$ cat src/rtl/rns_ctr_pkg.sv
package rns_ctr_pkg;
    localparam int NUM_CNT = 16;
    localparam int OUT_W   = 10;
    localparam int INJ_W   = 8;
    localparam int TAPS    = 5;
    localparam int TAP_MUL = 3;
    localparam int TAP_STR = 7;

    // stage counts; period of counter k is 2*len-1 (all prime)
    localparam int CNT_LEN [NUM_CNT] = '{2, 3, 4, 6, 7, 9, 10, 12,
                                         15, 16, 19, 21, 22, 24, 27, 30};

    function automatic int cnt_off(input int idx);
        int s;
        s = 0;
        for (int k = 0; k < idx; k++) s += CNT_LEN[k];
        return s;
    endfunction

    function automatic int tap_idx(input int j, input int t);
        return (TAP_MUL * j + TAP_STR * t) % NUM_CNT;
    endfunction

    localparam int STATE_W = cnt_off(NUM_CNT);

    typedef struct packed {
        logic [STATE_W-1:0] cnt;
        logic [OUT_W-1:0]   dif;
    } bank_state_t;
endpackage

$ cat src/rtl/rns_nlfsr_step.sv
module rns_nlfsr_step #(
    parameter int LEN = 4
) (
    input  logic [LEN-1:0] cur,
    input  logic           inj,
    output logic [LEN-1:0] nxt,
    output logic           msb
);
    logic fb;

    always_comb begin
        // NOR of the two oldest stages gives a single 2*LEN-1 cycle through zero
        fb  = ~(cur[LEN-1] | cur[LEN-2]) ^ inj;
        nxt = {cur[LEN-2:0], fb};
    end

    assign msb = cur[LEN-1];
endmodule

$ cat src/rtl/rns_diffuser_step.sv
module rns_diffuser_step
    import rns_ctr_pkg::*;
(
    input  logic [NUM_CNT-1:0] msb,
    input  logic [OUT_W-1:0]   fb,
    input  logic               inj_valid,
    input  logic [INJ_W-1:0]   inj_data,
    output logic [OUT_W-1:0]   nxt
);
    always_comb begin
        nxt = '0;
        for (int j = 0; j < OUT_W; j++) begin
            nxt[j] = fb[(j + 1) % OUT_W] ^ (inj_valid & inj_data[j % INJ_W]);
            for (int t = 0; t < TAPS; t++) begin
                nxt[j] = nxt[j] ^ msb[tap_idx(j, t)];
            end
        end
    end
endmodule

$ cat src/rtl/rns_ctr_bank.sv
module rns_ctr_bank
    import rns_ctr_pkg::*;
(
    input  logic             clk,
    input  logic             rst,
    input  logic             adv,
    input  logic             inj_valid,
    input  logic [INJ_W-1:0] inj_data,
    output logic [OUT_W-1:0] dout
);
    bank_state_t        st_d, st_q;
    logic [NUM_CNT-1:0] msb;
    logic [NUM_CNT-1:0] inj_vec;
    logic [STATE_W-1:0] cnt_nxt;
    logic [OUT_W-1:0]   dif_nxt;
    logic [STATE_W-1:0] cnt_cur;

    always_comb begin
        inj_vec = '0;
        for (int i = 0; i < INJ_W; i++) inj_vec[i] = inj_valid & inj_data[i];
    end

    for (genvar g = 0; g < NUM_CNT; g++) begin : g_cnt
        localparam int OFF = cnt_off(g);
        localparam int LEN = CNT_LEN[g];
        rns_nlfsr_step #(.LEN(LEN)) u_step (
            .cur (st_q.cnt[OFF +: LEN]),
            .inj (inj_vec[g]),
            .nxt (cnt_nxt[OFF +: LEN]),
            .msb (msb[g])
        );
    end

    rns_diffuser_step u_dif (
        .msb       (msb),
        .fb        (st_q.dif),
        .inj_valid (inj_valid),
        .inj_data  (inj_data),
        .nxt       (dif_nxt)
    );

    always_comb begin
        st_d = st_q;
        if (rst) begin
            st_d = '0;
        end else if (adv) begin
            st_d.cnt = cnt_nxt;
            st_d.dif = dif_nxt;
        end
    end

    always_ff @(posedge clk) begin
        st_q <= st_d;
    end

    assign dout    = st_q.dif;
    assign cnt_cur = st_q.cnt;
endmodule

$ cat config.mk
export PLATFORM = sky130hd
export DESIGN_NAME = rns_ctr_bank
export DESIGN_NICKNAME = d
export VERILOG_FILES = /design/src/rtl/rns_ctr_pkg.sv /design/src/rtl/rns_nlfsr_step.sv /design/src/rtl/rns_diffuser_step.sv /design/src/rtl/rns_ctr_bank.sv
export SDC_FILE = /design/constraint.sdc
export NUM_CORES = 1
export LEC_CHECK = 0
export ABC_AREA = 1
export CAP_MARGIN = 20
export CORE_AREA = 4 4 157 114
export DETAILED_ROUTE_END_ITERATION = 12
export DIE_AREA = 0 0 161 118
export DONT_BUFFER_PORTS = 1
export GPL_TIMING_DRIVEN = 0
export PLACE_DENSITY = 0.84
export SYNTH_ARGS = -nofsm -noshare
export SYNTH_HDL_FRONTEND = slang
export SYNTH_SLANG_ARGS = --single-unit
$ cat constraint.sdc
create_clock -name clk -period 1.1 [get_ports clk]
set_input_delay 0.22 -clock clk [delete_from_list [all_inputs] [get_ports clk]]
set_output_delay 0.22 -clock clk [all_outputs]
set_load 0.03 [all_outputs]
==> results.md <==
- Synth top area share: 51.5%
- Clock power frac: about two fifths
- Top Metal Used: met4
- Pwr dens: 1850 nW/um2
- Critical path type: flop to flop
- Outcome: finished, violations left
- TritonCTS clock tree: done
- Failing checks: setup timing
- Initial Util: around 57%
- Leakage: around 4.8 nW
- Slew @ Worst Pin: about 0.56 ns
- Top cells by area, synth: dfxtp_1 (52%), nor2_1 (16%), o21ai_0 (12%)
- Root buffer cell: clkbuf_16
- Clock skew: a little under 0.007 ns
- Sequential power share: 48.7%
- Sequential fraction of the synthesis area: between 50% and 60%
- First-pass GRT wire length: 35.0 mm
- Worst slew margin: approximately 62%
- GPL Wtd Cong: 0.932
- Period utilisation layout: 119%
- Routed wl met2: just over 10 mm
- Max-cap viol count: 0
- WL met1: between 9 and 10 mm
- Worst setup margin: -0.206 ns
- Max Clock Freq: 0.766 GHz
- Met3 wire len: between 1.5 and 2 mm
- Final hold violations: 0
- Arrival @ worst endpoint: approximately 1.7 ns
- FF+latch count, synth: 237
- Combinational power share: a little under an eighth
- Yosys top cell by area: dfxtp_1
- Setup violations, final: 21
- Net Sw Frac: between 20% and 30%
- Avg Inst Size Synth: about 7.3 um2
- Fillers: 1279
- Drt total wl: about 23 mm
- Worst hold-check path type: input port to flop
- Antenna fix cells: 0
- Antenna violations before repair: 0
- Startpoint types: flop
- Largest net degree at the start of global routing: 16
- Setup TNS: -1.25 ns
- Reg2reg path depth: 9
- Die Wd: roughly 160 um
- Cell Rows: 39
- Critical Path End Type: flop
- Final-stage net count: 1314
- Total grt overflow: 0
- Hold path cells: 4
- Cell area after synthesis: around 9200 um2
- Vias/cell: approximately 5.4
- Sw Pwr: 5.06 mW
- Worst VDD drop: 0.00116 V
- Sink Count: between 200 and 250
- Commonest cells after routing, fill and taps aside: nor2_1 (400), o21ai_0 (214), dfxtp_1 (211), nand2_1 (104)
- Vias: 8362
- Post-Syn Nets: approximately 1300
- Clock Pin Slew Worst Setup and Hold Paths: ~0.06 ns
- Unrepaired setup endpoints after global routing: true
- YS warnings: 0
- Minimum clock period: 1.31 ns
- I/O pin count: 22
- Netlist cell types: 22
- Overall die height: about 120 um
- Clock Path Buffers: 3
- Number of port buffers: 0
- Detail Route Antenna Nets: 0
- Vias in the first global route: ~7500
- Worst-Skew Late Latency: about 0.5 ns
- Post-DP HPWL: 13.6 mm
- Slew Limit Fails: 0
- Clock buffer count from CTS: 22
- Synth Instances: around 1300
- Area Overhead vs Synth: 16.4%
- Final hold slack: approximately 0.035 ns
- Internal power: between 10 and 15 mW
- Total core area: around 16000 um2
- Post-layout util: between 60% and 70%
- Commonest non-fill, non-tap cell in the layout: nor2_1
- Place WS: -0.240 ns
- H-tree depth: 1
- Critical Path Fanout Max: 6
- DR DRC count: 0
- Power consumption: a little under 20 mW
- Die footprint: 19000 um2
- CP required: approximately 1.5 ns
- Drt first pass iters: 6
- Iter 0 DRT Violations: 967
- Share of layout cells above drive strength 1: around 15%
- Drt wl/cell: 14.6 um
- Gr usage total: a little over a fifth
## worst paths after layout
| check | from | endpoint | slack (ns) |
|---|---|---|---|
| worst max register to register | cnt_cur[196]$_SDFFE_PP0P_ | dout[0]$_SDFFE_PP0P_ | -0.21 |
| worst max-delay path | cnt_cur[196]$_SDFFE_PP0P_ | dout[0]$_SDFFE_PP0P_ | -0.21 |
| worst min register to register | cnt_cur[189]$_SDFFE_PP0P_ | cnt_cur[190]$_SDFFE_PP0P_ | 0.47 |
| worst min-delay path | rst | dout[3]$_SDFFE_PP0P_ | 0.03 |
## cells by family after synthesis
family / count (synthesis) / synth area share (%)
and+or+nand+nor: 599 / 25.3
buffers and inverters: 149 / 7.20
DFF: 237 / 51.5
xor gates and xnor gates: 15 / 1.43
AOI/OAI and AO/OA: 266 / 14.5
## stage by stage
step	instance area (um2)	instances
floorplan	9210	1266
global placement	9490	1491
detailed placement	9490	1491
CTS	10400	1533
global route	10700	1542
finish	10700	1542
## sequential cells by signal, summed over array words and instances (netlist names)
signal / count
cnt_cur: 227
dout: 10
## final cells by class
cell class	count	area, um2	area share, %
inverter	68	298	2.78
timing repair buffer	12	98.8	0.923
sequential	237	4830	45.1
clock inverter	6	82.6	0.771
multi-input combinational	880	4000	37.4
clock buffer	33	683	6.38
buffer	81	432	4.03
tap	225	282	2.63
## worst max-delay path: stages, from the launching register on
cell     delay [ns]
dfxtp_4        0.40
inv_1          0.10
nand2_1        0.09
nand2_1        0.09
nand2_1        0.09
nand2_2        0.07
nand2_2        0.07
nand2_2        0.05
nor2_1         0.17
nor2_1         0.06
## cell usage after synthesis
| master | count |
|---|---|
| dfxtp_1 | 237 |
| clkbuf_1 | 44 |
| xor2_1 | 11 |
| nand2_1 | 157 |
| a211oi_1 | 1 |
| buf_4 | 4 |
| o21ai_0 | 214 |
| o21a_1 | 1 |
| nand3_1 | 37 |
| nand3b_1 | 1 |
| o21ai_1 | 4 |
| buf_2 | 24 |
| xnor2_1 | 4 |
| clkbuf_2 | 3 |
| a21oi_1 | 46 |
| inv_1 | 67 |
| nand3b_4 | 1 |
| clkbuf_8 | 3 |
| nor2_1 | 401 |
| buf_6 | 3 |
| nand2_4 | 2 |
| inv_4 | 1 |
## what timing repair did
action,in CTS,in global routing
hold buffers,1,0
setup buffers,2,9
pin swaps,10,28
gates resized for setup,79,81
endpoints found under the setup margin,20,20
hold endpoints to repair,1,0
## power by group through the flow
| stage | clock [mW] | sequential (mW) | combinational, mW |
|---|---|---|---|
| 6_report | 7.91 | 9.62 | 2.25 |
| 5_1_grt | 8.38 | 9.67 | 2.52 |
| 4_1_cts | 8.00 | 9.59 | 1.98 |
| 3_5_place_dp | 0 | 9.76 | 1.90 |
| 3_3_place_gp | 0 | 9.75 | 1.82 |
| 2_1_floorplan | 0 | 9.65 | 1.52 |
## layer usage
layer | GRT usage (%) | vias to the layer above
met1 | 30.1 | 3862
met3 | 4.06 | 79
met5 | 0 | -
met2 | 34.1 | 339
met4 | 5.81 | 0
li1 | - | 4082
Power figures use the tool's default switching activity.
